**src/rtl/cap_timer_pkg.sv**
```systemverilog
// Shared types for the capture-mode timer channel: register addresses,
// edge-select encoding, mode word layout and status bit positions.
package cap_timer_pkg;

    typedef enum logic [3:0] {
        RA_CMD   = 4'd0,
        RA_MODE  = 4'd1,
        RA_CNT   = 4'd2,
        RA_CAPA  = 4'd3,
        RA_CAPB  = 4'd4,
        RA_CMPC  = 4'd5,
        RA_STAT  = 4'd6,
        RA_IEN   = 4'd7,
        RA_IDIS  = 4'd8,
        RA_IMASK = 4'd9
    } reg_addr_e;

    typedef enum logic [1:0] {
        EDGE_NONE = 2'd0,
        EDGE_RISE = 2'd1,
        EDGE_FALL = 2'd2,
        EDGE_ANY  = 2'd3
    } edge_sel_e;

    // Mode word, MSB first; bit 0 is the LSB of a_edge.
    typedef struct packed {
        logic      rc_restart;   // bit 9
        logic      trig_on_a;    // bit 8
        edge_sel_e trig_edge;    // bits 7:6
        logic      off_on_b;     // bit 5
        logic      hold_on_b;    // bit 4
        edge_sel_e b_edge;       // bits 3:2
        edge_sel_e a_edge;       // bits 1:0
    } mode_t;

    localparam int MODE_W = $bits(mode_t);
    localparam int ST_W   = 8;
    localparam int ST_OVF = 0;
    localparam int ST_OVR = 1;
    localparam int ST_CMP = 4;
    localparam int ST_LDA = 5;
    localparam int ST_LDB = 6;
    localparam int ST_TRG = 7;
    localparam int ST_RUN = 16;

    // True when the observed edge matches the selected edge type.
    function automatic logic edge_hit(input edge_sel_e sel, input logic rise, input logic fall);
        case (sel)
            EDGE_RISE: edge_hit = rise;
            EDGE_FALL: edge_hit = fall;
            EDGE_ANY:  edge_hit = rise | fall;
            default:   edge_hit = 1'b0;
        endcase
    endfunction

endpackage

```
**src/rtl/cap_sync.sv**
```systemverilog
// Input synchronizer and edge detector.
// Each input goes through STAGES flops. One extra flop holds the previous
// synchronized sample, and rise/fall are true for one cycle when the two differ.
// Assumes inputs are asynchronous levels that are slow compared with clk.
module cap_sync #(
    parameter int N_IN   = 2,
    parameter int STAGES = 2
) (
    input  logic            clk,
    input  logic            rst_n,
    input  logic [N_IN-1:0] din,
    output logic [N_IN-1:0] rise,
    output logic [N_IN-1:0] fall
);
    localparam int CHAIN_W = STAGES + 1;

    for (genvar i = 0; i < N_IN; i++) begin : g_pin
        logic [CHAIN_W-1:0] chain_q;

        // Shift the pin through the synchronizer and the history flop.
        always_ff @(posedge clk) begin
            if (!rst_n) chain_q <= '0;
            else        chain_q <= {chain_q[CHAIN_W-2:0], din[i]};
        end

        assign rise[i] =  chain_q[STAGES-1] & ~chain_q[STAGES];
        assign fall[i] = ~chain_q[STAGES-1] &  chain_q[STAGES];
    end
endmodule

```
**src/rtl/cap_counter.sv**
```systemverilog
// Channel counter with run/hold control.
// It counts on cnt_en while running and not held. A trigger clears it, and
// the trigger takes priority over a step. With compare restart enabled, the
// step taken at the compare value returns the count to zero.
// Assumes start/stop/trigger inputs are single-cycle strobes.
module cap_counter #(
    parameter int CNT_W = 16
) (
    input  logic             clk,
    input  logic             rst_n,
    input  logic             cnt_en,
    input  logic             start,
    input  logic             stop,
    input  logic             trig,
    input  logic             hold_set,
    input  logic             off_set,
    input  logic             rc_restart,
    input  logic [CNT_W-1:0] rc_val,
    output logic [CNT_W-1:0] cnt,
    output logic             running,
    output logic             active,
    output logic             cmp_evt,
    output logic             ovf_evt,
    output logic             rc_wrap
);
    logic [CNT_W-1:0] cnt_q;
    logic [CNT_W-1:0] cnt_inc;
    logic             run_q;
    logic             hold_q;
    logic             tick;

    // Decode this cycle's step and the events it produces.
    always_comb begin
        tick    = cnt_en & run_q & ~hold_q;
        cnt_inc = cnt_q + 1'b1;
        rc_wrap = tick & ~trig & rc_restart & (cnt_q == rc_val);
        ovf_evt = tick & ~trig & ~rc_wrap & (cnt_q == '1);
        cmp_evt = tick & ~trig & ~rc_wrap & (cnt_inc == rc_val);
    end

    // Count register: trigger first, then compare restart, then step.
    always_ff @(posedge clk) begin
        if (!rst_n)                cnt_q <= '0;
        else if (trig || rc_wrap)  cnt_q <= '0;
        else if (tick)             cnt_q <= cnt_inc;
    end

    // Run flag: any stop source wins over a start.
    always_ff @(posedge clk) begin
        if (!rst_n)               run_q <= 1'b0;
        else if (stop || off_set) run_q <= 1'b0;
        else if (start)           run_q <= 1'b1;
    end

    // Hold flag: set on a B load in hold mode, released by a trigger.
    always_ff @(posedge clk) begin
        if (!rst_n)        hold_q <= 1'b0;
        else if (trig)     hold_q <= 1'b0;
        else if (hold_set) hold_q <= 1'b1;
    end

    assign cnt     = cnt_q;
    assign running = run_q;
    assign active  = run_q & ~hold_q;
endmodule

```
**src/rtl/cap_loader.sv**
```systemverilog
// Ordered capture sequencer.
// A loads first, and then B loads. A B load re-arms A. A re-arm clears the
// sequence and blocks any load in the same cycle.
// Assumes the edge hits are single-cycle pulses from the edge detector.
module cap_loader #(
    parameter int CNT_W = 16
) (
    input  logic             clk,
    input  logic             rst_n,
    input  logic [CNT_W-1:0] cnt,
    input  logic             enable,
    input  logic             rearm,
    input  logic             a_hit,
    input  logic             b_hit,
    output logic [CNT_W-1:0] cap_a,
    output logic [CNT_W-1:0] cap_b,
    output logic             load_a,
    output logic             load_b,
    output logic             a_done
);
    logic             a_done_q;
    logic [CNT_W-1:0] cap_a_q;
    logic [CNT_W-1:0] cap_b_q;

    assign load_a = enable & ~rearm & a_hit & ~a_done_q;
    assign load_b = enable & ~rearm & b_hit &  a_done_q;

    // Sequence state and the two capture registers.
    always_ff @(posedge clk) begin
        if (!rst_n) begin
            a_done_q <= 1'b0;
            cap_a_q  <= '0;
            cap_b_q  <= '0;
        end else if (load_a) begin
            cap_a_q  <= cnt;
            a_done_q <= 1'b1;
        end else if (load_b) begin
            cap_b_q  <= cnt;
            a_done_q <= 1'b0;
        end else if (rearm) begin
            a_done_q <= 1'b0;
        end
    end

    assign cap_a  = cap_a_q;
    assign cap_b  = cap_b_q;
    assign a_done = a_done_q;
endmodule

```
**src/rtl/cap_timer_chan.sv**
```systemverilog
// Capture-mode timer channel top.
// It holds the register bank (mode, compare value, status, interrupt mask),
// decodes the commands and the trigger, and joins the synchronizer, counter
// and capture sequencer. Reads are combinational. A status read clears the
// event bits at the edge, and a set in the same cycle wins over the clear.
// Assumes DATA_W >= CNT_W and DATA_W > ST_RUN.
module cap_timer_chan
    import cap_timer_pkg::*;
#(
    parameter int CNT_W       = 16,
    parameter int DATA_W      = 32,
    parameter int SYNC_STAGES = 2
) (
    input  logic              clk,
    input  logic              rst_n,
    input  logic              cnt_en,
    input  logic              tioa,
    input  logic              tiob,
    input  logic              reg_wr,
    input  logic              reg_rd,
    input  logic [3:0]        reg_addr,
    input  logic [DATA_W-1:0] reg_wdata,
    output logic [DATA_W-1:0] reg_rdata,
    output logic              irq
);
    localparam int PIN_A = 0;
    localparam int PIN_B = 1;

    mode_t            mode_q;
    logic [CNT_W-1:0] rc_q;
    logic [ST_W-1:0]  sts_q;
    logic [ST_W-1:0]  mask_q;
    logic [ST_W-1:0]  sts_set;

    logic             cmd_wr, mode_wr, cmpc_wr, ien_wr, idis_wr, stat_rd;
    logic             sw_trig, ext_trig, trig_any;
    logic [1:0]       pin_rise, pin_fall;
    logic             trig_pin_rise, trig_pin_fall;

    logic [CNT_W-1:0] cnt_val, cap_a, cap_b;
    logic             running, active, cmp_evt, ovf_evt, rc_wrap;
    logic             load_a, load_b, a_done;
    logic             unused_wdata;

    assign unused_wdata = ^reg_wdata[DATA_W-1:CNT_W];

    // Strobe decode for register writes and the clearing read.
    always_comb begin
        cmd_wr  = reg_wr && (reg_addr == RA_CMD);
        mode_wr = reg_wr && (reg_addr == RA_MODE);
        cmpc_wr = reg_wr && (reg_addr == RA_CMPC);
        ien_wr  = reg_wr && (reg_addr == RA_IEN);
        idis_wr = reg_wr && (reg_addr == RA_IDIS);
        stat_rd = reg_rd && (reg_addr == RA_STAT);
    end

    cap_sync #(.N_IN(2), .STAGES(SYNC_STAGES)) u_sync (
        .clk  (clk),
        .rst_n(rst_n),
        .din  ({tiob, tioa}),
        .rise (pin_rise),
        .fall (pin_fall)
    );

    // Trigger sources: software command, or the selected pin edge while running.
    always_comb begin
        trig_pin_rise = mode_q.trig_on_a ? pin_rise[PIN_A] : pin_rise[PIN_B];
        trig_pin_fall = mode_q.trig_on_a ? pin_fall[PIN_A] : pin_fall[PIN_B];
        sw_trig       = cmd_wr & reg_wdata[2];
        ext_trig      = running & edge_hit(mode_q.trig_edge, trig_pin_rise, trig_pin_fall);
        trig_any      = sw_trig | ext_trig;
    end

    cap_counter #(.CNT_W(CNT_W)) u_counter (
        .clk       (clk),
        .rst_n     (rst_n),
        .cnt_en    (cnt_en),
        .start     (cmd_wr & reg_wdata[0]),
        .stop      (cmd_wr & reg_wdata[1]),
        .trig      (trig_any),
        .hold_set  (load_b & mode_q.hold_on_b),
        .off_set   (load_b & mode_q.off_on_b),
        .rc_restart(mode_q.rc_restart),
        .rc_val    (rc_q),
        .cnt       (cnt_val),
        .running   (running),
        .active    (active),
        .cmp_evt   (cmp_evt),
        .ovf_evt   (ovf_evt),
        .rc_wrap   (rc_wrap)
    );

    cap_loader #(.CNT_W(CNT_W)) u_loader (
        .clk   (clk),
        .rst_n (rst_n),
        .cnt   (cnt_val),
        .enable(active),
        .rearm (trig_any | rc_wrap),
        .a_hit (edge_hit(mode_q.a_edge, pin_rise[PIN_A], pin_fall[PIN_A])),
        .b_hit (edge_hit(mode_q.b_edge, pin_rise[PIN_A], pin_fall[PIN_A])),
        .cap_a (cap_a),
        .cap_b (cap_b),
        .load_a(load_a),
        .load_b(load_b),
        .a_done(a_done)
    );

    // Gather this cycle's status events.
    always_comb begin
        sts_set         = '0;
        sts_set[ST_OVF] = ovf_evt;
        sts_set[ST_OVR] = (load_a & sts_q[ST_LDA]) | (load_b & sts_q[ST_LDB]);
        sts_set[ST_CMP] = cmp_evt;
        sts_set[ST_LDA] = load_a;
        sts_set[ST_LDB] = load_b;
        sts_set[ST_TRG] = ext_trig;
    end

    // Sticky status: clear on read, new events override the clear.
    always_ff @(posedge clk) begin
        if (!rst_n) sts_q <= '0;
        else        sts_q <= (stat_rd ? '0 : sts_q) | sts_set;
    end

    // Mode word and compare value registers.
    always_ff @(posedge clk) begin
        if (!rst_n) begin
            mode_q <= '0;
            rc_q   <= '0;
        end else begin
            if (mode_wr) mode_q <= mode_t'(reg_wdata[MODE_W-1:0]);
            if (cmpc_wr) rc_q   <= reg_wdata[CNT_W-1:0];
        end
    end

    // Interrupt mask: set by enable writes, cleared by disable writes.
    always_ff @(posedge clk) begin
        if (!rst_n)       mask_q <= '0;
        else if (ien_wr)  mask_q <= mask_q | reg_wdata[ST_W-1:0];
        else if (idis_wr) mask_q <= mask_q & ~reg_wdata[ST_W-1:0];
    end

    // Read-data multiplexer.
    always_comb begin
        reg_rdata = '0;
        case (reg_addr)
            RA_MODE:  reg_rdata[MODE_W-1:0] = mode_q;
            RA_CNT:   reg_rdata[CNT_W-1:0]  = cnt_val;
            RA_CAPA:  reg_rdata[CNT_W-1:0]  = cap_a;
            RA_CAPB:  reg_rdata[CNT_W-1:0]  = cap_b;
            RA_CMPC:  reg_rdata[CNT_W-1:0]  = rc_q;
            RA_STAT: begin
                reg_rdata[ST_W-1:0] = sts_q;
                reg_rdata[ST_RUN]   = running;
            end
            RA_IMASK: reg_rdata[ST_W-1:0]   = mask_q;
            default:  reg_rdata = '0;
        endcase
    end

    assign irq = |(sts_q & mask_q);
endmodule

```
**config.mk**
```make
export PLATFORM = sky130hd
export DESIGN_NAME = cap_timer_chan
export DESIGN_NICKNAME = d
export VERILOG_FILES = /design/src/rtl/cap_timer_pkg.sv /design/src/rtl/cap_sync.sv /design/src/rtl/cap_counter.sv /design/src/rtl/cap_loader.sv /design/src/rtl/cap_timer_chan.sv
export SDC_FILE = /design/constraint.sdc
export NUM_CORES = 1
export LEC_CHECK = 0
export ABC_AREA = 1
export BUFFER_PORTS_ARGS = -buffer_cell sky130_fd_sc_hd__clkbuf_2
export CORE_MARGIN = 5
export CORE_UTILIZATION = 58
export CTS_BUF_LIST = sky130_fd_sc_hd__clkbuf_8 sky130_fd_sc_hd__clkbuf_16
export CTS_CLUSTER_DIAMETER = 40
export DETAILED_ROUTE_END_ITERATION = 8
export PLACE_DENSITY = 0.89
export SYNTH_ARGS = -nofsm -noshare
export SYNTH_HDL_FRONTEND = slang
export SYNTH_SLANG_ARGS = --single-unit
```
**constraint.sdc**
```tcl
create_clock -name clk -period 2.5 [get_ports clk]
set_input_delay 0.25 -clock clk [delete_from_list [all_inputs] [get_ports clk]]
set_output_delay 0.25 -clock clk [all_outputs]
set_load 0.05 [all_outputs]
```
---- After elaboration in Yosys (flattened, before gate mapping) ----
Cells that the tools add are included.
storage, ports and cells
  register bits ........................... 99
  input bits .............................. 43
  output and inout bits ................... 33
  word-level logic and storage cells ...... 118
cells by class
  muxes and demuxes ....................... 15
  eq/ne operators ......................... 21
  add/sub/neg operators ................... 1
  reduce and logical (&&, ||, !) cells .... 16
  bitwise logic cells ..................... 47
operators by type and width
  kind                   number
  $pmux 8 s7             1
  $eq 16x16->1           2
  $and 1x1->1            26
  $mux 8                 3
  $pmux 6 s4             1
  $add 16x1->16 const B  1
  $and 8x8->8            2
  $eq 16x16->1 const B   1
  $eq 4x3->1 const B     4
  $or 8x8->8             2
  $eq 2x2->1 const B     6
  $not 1->1              11
  $pmux 2 s5             1
  $pmux 1 s3             3
  $eq 4x2->1 const B     2
  $eq 4x4->1 const B     2
  $not 8->8              1
  $reduce_or 8->1        1
  $eq 2x1->1 const B     3
  $logic_and 1x1->1      6
  $mux 1                 6
  $reduce_or 2->1        3
  $or 1x1->1             5
  $eq 4x1->1 const B     1
  5 further kinds        6

---- Longest topological paths before layout ----
Gate-level depths: netlist (run 1).
  depth in word-level cells ............... 19
  depth in mapped cells ................... 15
  depth with buffers taken out ............ 14

---- Hierarchy ----
Synthesis (run 1) repeated with hierarchy kept, for this count alone.
second synthesis, totals
  cells, all modules ...................... 958
  area total of the unflattened synthesis .. 5796.8 sq um
by module, submodules not included
  module          times used  cells an instance  area an instance (sq um)  sequential area each (sq um)
  cap_timer_chan  1           418                2558.7                    800.8
  cap_counter     1           296                1652.8                    360.3
  cap_loader      1           218                1390.1                    660.6
  cap_sync        1           26                 195.2                     120.1

---- Least setup slack after synthesis (run 1) ----
OpenSTA, ideal clock, no wires.
  path type ............................... in2out
  start point ............................. input port reg_addr[3]
  end point ............................... output port reg_rdata[8]
  cell stages on the path ................. 5
  data arrival time ....................... 1.994 ns
  buffers on the path ..................... 0
  path slack .............................. 0.256 ns
  data required time ...................... 2.250 ns
  cells stage by stage .................... nor2_1 -> inv_1 -> nor2_1 -> inv_1 -> o21ai_0
on the way
  cells in the longest elaborated chain, start to end .. 2
  elaborated cells between the ends (all ways) .. 6
  those cells by class .................... eq/ne (5); mux (1)
ends and longest elaborated chain
  what                                line                   text
  from (decl)                         cap_timer_chan.sv:21   input logic [3:0] reg_addr,
  $eq 4x3->1 (tied with other cells)  cap_timer_chan.sv:146  case (reg_addr)
  $pmux 2 s5 (*)                      cap_timer_chan.sv:146
  to (decl)                           cap_timer_chan.sv:23   output logic [DATA_W-1:0] reg_rdata,
Every way passes the cells marked *; elsewhere a longest branch is shown, timed or not.

---- Worst setup path after layout (run 1) ----
  start point ............................. register u_counter.run_q, in the netlist u_counter.running
  end point ............................... register u_loader.cap_b_q[11], in the netlist u_loader.cap_b[11]
on the way
  cells in the longest elaborated chain, start to end .. 13
  elaborated cells between the ends (all ways) .. 18
  those cells by class .................... bitwise (17); reduce/logical (1)
ends and longest elaborated chain
  what                            line                                text
  from (decl)                     cap_counter.sv:28                   logic run_q;
  from (signal assigned)          cap_counter.sv:50                   if (!rst_n) run_q <= 1'b0;
  from (signal assigned)          cap_counter.sv:51                   else if (stop || off_set) run_q <= 1'b0;
  from (signal assigned)          cap_counter.sv:52                   else if (start) run_q <= 1'b1;
  $and 1x1->1                     cap_timer_chan.sv:70                ext_trig = running & edge_hit(mode_q.trig_edge, trig_pin_rise, trig_pin_fall);
  $or 1x1->1                      cap_timer_chan.sv:71                trig_any = sw_trig | ext_trig;
  $not 1->1                       cap_counter.sv:36                   rc_wrap = tick & ~trig & rc_restart & (cnt_q == rc_val);
  $and 1x1->1 (3 in a row)        cap_counter.sv:36
  $or 1x1->1                      cap_timer_chan.sv:98                .rearm (trig_any | rc_wrap),
  $not 1->1                       cap_loader.sv:25, cap_loader.sv:26
  $and 1x1->1 (*)                 cap_loader.sv:25, cap_loader.sv:26
  $and 1x1->1 (2 in a row)        cap_loader.sv:25                    assign load_a = enable & ~rearm & a_hit & ~a_done_q;
  $not 1->1 (no line)             -
  $reduce_and 2->1 (no line) (*)  -
  to (signal assigned)            cap_loader.sv:38                    cap_b_q <= cnt;
  to (decl)                       cap_loader.sv:23                    logic [CNT_W-1:0] cap_b_q;
Marked as above.
A chain may end at the register's enable or synchronous reset.

==> results of run 1 <==
## worst max-delay path, delay by kind of cell (launching register included)
family | cells | cell delay, ns
flip-flops | 1 | 0.34
AND/OR/NAND/NOR | 7 | 1.11
buffers and inverters | 3 | 0.69
## state kept, by name, summed over array words and instances (netlist names), 6 cells and up, named ones only
name and cells:
mode_q 10, rc_q 16, sts_q 6, u_counter.cnt 16, u_loader.cap_a 16, u_loader.cap_b 16, u_sync.g_pin.chain_q 6
## synth_stat cells, types with 4 or more instances
cell / instances
a211oi_1: 4
a21oi_1: 76
a221oi_1: 11
buf_2: 4
buf_4: 19
buf_6: 4
clkbuf_1: 15
dfxtp_1: 97
inv_1: 88
inv_2: 8
nand2_1: 168
nand2_2: 5
nand3_1: 30
nand4_1: 6
nor2_1: 117
nor2_2: 5
nor3_1: 4
o2111ai_1: 10
o21ai_0: 64
o21ai_1: 5
o21ai_2: 4
o22ai_1: 7
xor2_1: 8
## routing by layer
metal	global-route usage	wire, microns	up-vias
li1	-	-	2603
met1	0.3466	5963	2433
met2	0.4685	7333	329
met3	0.07275	1640	66
met4	0.1251	686	0
met5	0	0	-
## through the flow
stage	utilization	instance area [sq um]	hold WS, ns	total power, mW	cells
2_1_floorplan	-	5306	0.3476	1.781	798
3_3_place_gp	0.6382	5593	0.3945	1.837	926
3_5_place_dp	0.6382	5593	0.4039	1.841	926
4_1_cts	0.6588	5773	0.04677	2.774	942
5_1_grt	0.6588	5773	0.07504	2.863	942
6_report	0.6588	5773	0.05085	2.778	942
## logic make-up (layout without fill, tap and decap cells)
logic type | Yosys count | after routing | share of synthesized area
other | 1 | 15 | 0.0007138
adders and majority gates | 3 | 3 | 0.007145
xor gates and xnor gates | 13 | 13 | 0.02668
buffers and inverters | 141 | 177 | 0.1241
DFF | 97 | 97 | 0.3696
AOI/OAI and AO/OA | 187 | 187 | 0.2029
and+or+nand+nor | 342 | 342 | 0.2689
## area by class of cell
cell class | instances | share of cell area
repair buffers | 63 | 0.07542
clock buffers | 10 | 0.02384
clock inverters | 6 | 0.007369
flip-flops and latches | 97 | 0.3364
multi-input cells | 560 | 0.4699
well taps | 108 | 0.02341
inverters | 98 | 0.06372
## worst paths after layout
| check | from | to | slack (ns) |
|---|---|---|---|
| min reg2reg | u_sync.g_pin[0].chain_q[0]$_SDFF_PN0_ | u_sync.g_pin[0].chain_q[1]$_SDFF_PN0_ | 0.42 |
| min | tiob | u_sync.g_pin[1].chain_q[0]$_SDFF_PN0_ | 0.05 |
| max | u_counter.running$_SDFFE_PP0P_ | u_loader.cap_b[11]$_SDFFE_PN0P_ | 0.24 |
| max reg2reg | u_counter.running$_SDFFE_PP0P_ | u_loader.cap_b[11]$_SDFFE_PN0P_ | 0.24 |
## power by group through the flow
stage / Combinational [mW] / Sequential (mW) / Clock [mW]
finish: 0.240 / 1.57 / 0.966
global route: 0.259 / 1.57 / 1.03
CTS: 0.235 / 1.57 / 0.968
detailed placement: 0.233 / 1.61 / 0
global placement: 0.230 / 1.61 / 0
floorplan: 0.177 / 1.60 / 0
==> flow_metrics.tcl, run 1 <==
set metrics [dict create \
    drive_gt1_frac 0.1331 \
    drt.antenna.violating_nets 0 \
    relSlewSlack 0.5748 \
    port_buffers 44 \
    via_per_inst 5.765 \
    fin_ws_ns 0.2377 \
    wirelength_microns 15620 \
    finClkSkew_ns 0.01240 \
    cts_made_buffers 9 \
    clock_sinks 97 \
    holdBufCountCts 0 \
    internal-power_mw 2.011 \
    start_util 0.5995 \
    path_class "reg -> reg" \
    slew_viol_final 0 \
    endpoint_kind "flop" \
    finalCritPeriodShare 0.9049 \
    cp_slowest_cell "clkinv_1" \
    grt_setup_unrepaired "no" \
    yosysWarnings 0 \
    cts_tree "done" \
    grt_overflow 0 \
    p_sw_frac 0.2762 \
    layout_common_cells "168 x nand2_1, 117 x nor2_1, 97 x dfxtp_1" \
    routabilityCongestion 0.9986 \
    regArea_sq_um 1942 \
    finalHoldViolCount 0 \
    synth_top_area_frac 0.3696 \
    root_buffer "clkbuf_8" \
    grt_pass1_vias 5152 \
    rows 34 \
    ff2ff_path_depth 10 \
    drc 0 \
    avgSynthCellArea_sq_um 6.701 \
    clk_pin_slew_ns 0.10 \
    firstDrtPassIters 6 \
    worst-path-max-fanout 17 \
    synthArstFlopShare 0 \
    synth_area_sq_um 5254 \
    setup_viol 0 \
    pwr-share-seq 0.566 \
    fin_crit_ns 2.262 \
    path_cells "inv_2, nor2_2, nand2_2, clkinv_1, nand4_2, nand4_2, nor2_2, inv_2, nor2_1, nor2_1" \
    combPwrFrac 0.086 \
    diodes 0 \
    hold_class "in -> reg" \
    synth_cell_types 37 \
    htreeDepth 3 \
    grt_max_degree 36 \
    multiInputGateArea_sq_um 2713 \
    leakage_nw 2.466 \
    cts_setup_buffers 0 \
    synthTopCellsByArea "dfxtp_1 37%, nand2_1 12%, nor2_1 8.4%, a21oi_1 7.2%, inv_1 6.3%" \
    p_switching_mw 0.7674 \
    syn_inst 784 \
    grt.total_usage 0.2832 \
    irDropWorstVdd_uv 327.7 \
    fp.dieW_microns 105.2 \
    maxCapViolations 0 \
    crit_required_ns 2.78 \
    area_growth_pct 9.883 \
    vias 5431 \
    ys.flop_type "dfxtp_1" \
    place_ws_ns 0.2939 \
    worstHoldPathCells 3 \
    critPathArrivalTime_ns 2.54 \
    io_pins 76 \
    dp.final_hpwl_microns 11540 \
    finalSetupTns_ns 0 \
    fin_nets 875 \
    cts_repair_resize_count 0 \
    core_sq_um 8763 \
    dieArea_sq_um 11060 \
    fp.dieH_microns 105.2 \
    tightest_slew_ns 0.6362 \
    final_common_cell "nand2_1" \
    yosysSeqAreaShare 0.3696 \
    grt_pass1_wl_microns 25200 \
    wl_per_cell_microns 16.58 \
    max_stage_delay_ns 0.37 \
    fill_cells 775 \
    clk_latency_ns 0.38 \
    synth_edf_count 0 \
    max_freq_mhz 442.0 \
    cts_max_path_buffers 2 \
    antenna_found_initial 0 \
    cellPowerDensity_nw_per_um2 481.3 \
    yosys.area.top_type "dfxtp_1" \
    ys_ff_latch 97 \
    power_frac_clock 0.348 \
    status "completed" \
    drt_iter0_drc 687 \
    cp-start-kind "flop" \
]
Note: power is estimated with default switching activity, not from simulation.
==> run 2, diff against run 1 <==
ABC_AREA = default   (was 1)
CORE_MARGIN = 2   (was 5)
CORE_UTILIZATION = 57   (was 58)
PLACE_DENSITY = 0.88   (was 0.89)
==> run 2 against run 1 <==
Fmax down 1.8%; non-clock buffer count increased by 9; critical endpoint is now sts_q[6]$_SDFF_PN0_; design area is 1.4% higher; hold slack improved by 0.027 ns; register-to-register slack got worse by 0.04 ns.
==> flow_metrics.tcl, run 2 <==
set metrics [dict create \
    yosys-top-cells-count "97 x dfxtp_1, 96 x nand2_1, 73 x a21oi_1" \
    irDropWorstVdd_uv 312.0 \
    fp.dieW_microns 99.33 \
    drt_iter0_drc 544 \
    synth_edf_count 0 \
    clock_sinks 97 \
    drt.antenna.violating_nets 0 \
    synth_area_sq_um 5180 \
    setup_viol 0 \
    clk_latency_ns 0.38 \
    status "completed" \
    critPathArrivalTime_ns 2.56 \
    ys_ff_latch 97 \
    hold_class "in -> reg" \
    synthTopCellsByArea "dfxtp_1 37%, a21oi_1 7.1%, nand2_1 7.0%, a22oi_1 6.1%, nand3_1 5.5%" \
    root_buffer "clkbuf_8" \
    grt_pass1_wl_microns 24250 \
    grt_overflow 0 \
    dp.final_hpwl_microns 10640 \
    fin_crit_ns 2.304 \
    cts_setup_buffers 0 \
    finClkSkew_ns 0.01661 \
    fin_total_pwr_mw 2.779 \
    cts_repair_resize_count 0 \
    grt_setup_unrepaired "no" \
    max_freq_mhz 434.1 \
    slew_viol_final 0 \
    clk_pin_slew_ns 0.10 \
    yosysWarnings 0 \
    stdcell_count 801 \
    htreeDepth 3 \
    fp.dieH_microns 99.33 \
    fin_nets 734 \
    antenna_found_initial 0 \
    port_buffers 44 \
    final_common_cell "dfxtp_1" \
    finalSetupTns_ns 0 \
    endpoint_kind "flop" \
    synthMostInstantiatedCell "dfxtp_1" \
    cts_tree "done" \
    rows 34 \
    dieArea_sq_um 9866 \
    relSlewSlack 0.5515 \
    area_growth_pct 13.00 \
    yosys.area.top_type "dfxtp_1" \
    io_pins 76 \
    routabilityCongestion 0.9542 \
    crit_required_ns 2.76 \
    timing.hold.ws_ns 0.07803 \
    grt_max_degree 74 \
    finalHoldViolCount 0 \
    synth_cell_types 54 \
    via_per_inst 6.432 \
    firstDrtPassIters 6 \
    avgSynthCellArea_sq_um 7.860 \
    drive_gt1_frac 0.1544 \
    synthArstFlopShare 0 \
    placed_cells 785 \
    worst-path-max-fanout 36 \
    cts_max_path_buffers 2 \
    grt_pass1_vias 4919 \
    synth_top_area_frac 0.3749 \
    cp-start-kind "flop" \
    maxCapViolations 0 \
    start_util 0.5911 \
    cts_made_buffers 9 \
    leakage_nw 2.011 \
    finalCritPeriodShare 0.9215 \
    core_sq_um 8763 \
    diodes 0 \
    cellPowerDensity_nw_per_um2 474.9 \
    wl_per_cell_microns 18.78 \
    drc 0 \
    yosysSeqAreaShare 0.3749 \
    syn_inst 659 \
    wirelength_microns 15040 \
    tightest_slew_ns 0.6727 \
    layout_common_cells "97 x dfxtp_1, 96 x nand2_1, 73 x a21oi_1" \
    grt.total_usage 0.3081 \
    ys.flop_type "dfxtp_1" \
    vias 5152 \
    holdBufCountCts 0 \
    path_class "reg -> reg" \
]
run 2: changes by cell type after synthesis, sizes merged, moves of 9 or more:
| cell | change |
|---|---|
| nor2 | -79 |
| buf | +17 |
| nand3 | +30 |
| a22oi | +41 |
| and2 | +10 |
| o21ai | -35 |
| inv | -89 |
| o2111ai | -10 |
| and3 | +9 |
| nand2 | -77 |
| a221oi | -11 |
| xnor2 | +22 |
run 2: stage by stage:
step           worst slack (ns)    util  area (sq um)
5_1_grt                 0.07745  0.6679          5853
3_5_place_dp             0.2965  0.6459          5660
6_report                 0.1963  0.6679          5853
4_1_cts                  0.2488  0.6679          5853
3_3_place_gp             0.3393  0.6459          5660
2_1_floorplan            0.3711       -          5233
run 2: report_power, final:
group | switching [mW] | total [mW] | internal [mW]
Sequential | 0.0113 | 1.57 | 1.56
Clock | 0.617 | 1.01 | 0.391
Combinational | 0.154 | 0.205 | 0.0517
run 2: final cells by class:
class                   instances  area [sq um]
fillers                       751          2910
multi-input cells             501          2889
flip-flops and latches         97          1942
repair buffers                 72         668.1
well taps                     108         135.1
clock buffers                   9         123.9
clock inverters                 7         68.82
inverters                       7         26.28
run 2: final timing paths:
path                                                             from                                     to  slack [ns]  cells past startpoint
worst max register to register          u_counter.cnt[4]$_SDFFE_PP0P_                    sts_q[6]$_SDFF_PN0_        0.20                      7
worst min register to register  u_sync.g_pin[0].chain_q[0]$_SDFF_PN0_  u_sync.g_pin[0].chain_q[1]$_SDFF_PN0_        0.44                      1
worst min-delay path                                             tioa  u_sync.g_pin[0].chain_q[0]$_SDFF_PN0_        0.08                      2
worst max-delay path                    u_counter.cnt[4]$_SDFFE_PP0P_                    sts_q[6]$_SDFF_PN0_        0.20                      7
run 2: critical path, cell delays in order, from the launching register on:
cell and delay [ns]:
dfxtp_1 0.55, xnor2_2 0.19, nand4_1 0.21, nor4_4 0.43
nand3_2 0.20, buf_4 0.31, a22oi_1 0.23, nor2_1 0.06
run 2: cells by family after synthesis:
| kind of cell | Yosys count | share of synthesized area |
|---|---|---|
| xor+xnor | 38 | 0.07005 |
| compound gates | 180 | 0.2164 |
| flops | 97 | 0.3749 |
| buf+inv | 75 | 0.07754 |
| other cells | 1 | 0.0007239 |
| fa+ha+maj | 3 | 0.007247 |
| simple gates | 264 | 0.2510 |
| mux | 1 | 0.002174 |
run 2: routing by layer:
| layer | global-route usage | up-vias | part of all wire |
|---|---|---|---|
| met4 | 0.1507 | 0 | 0.044 |
| met1 | 0.3897 | 2414 | 0.40 |
| met3 | 0.05692 | 54 | 0.093 |
| li1 | - | 2362 | - |
| met2 | 0.5068 | 322 | 0.47 |
| met5 | 0 | - | 0 |
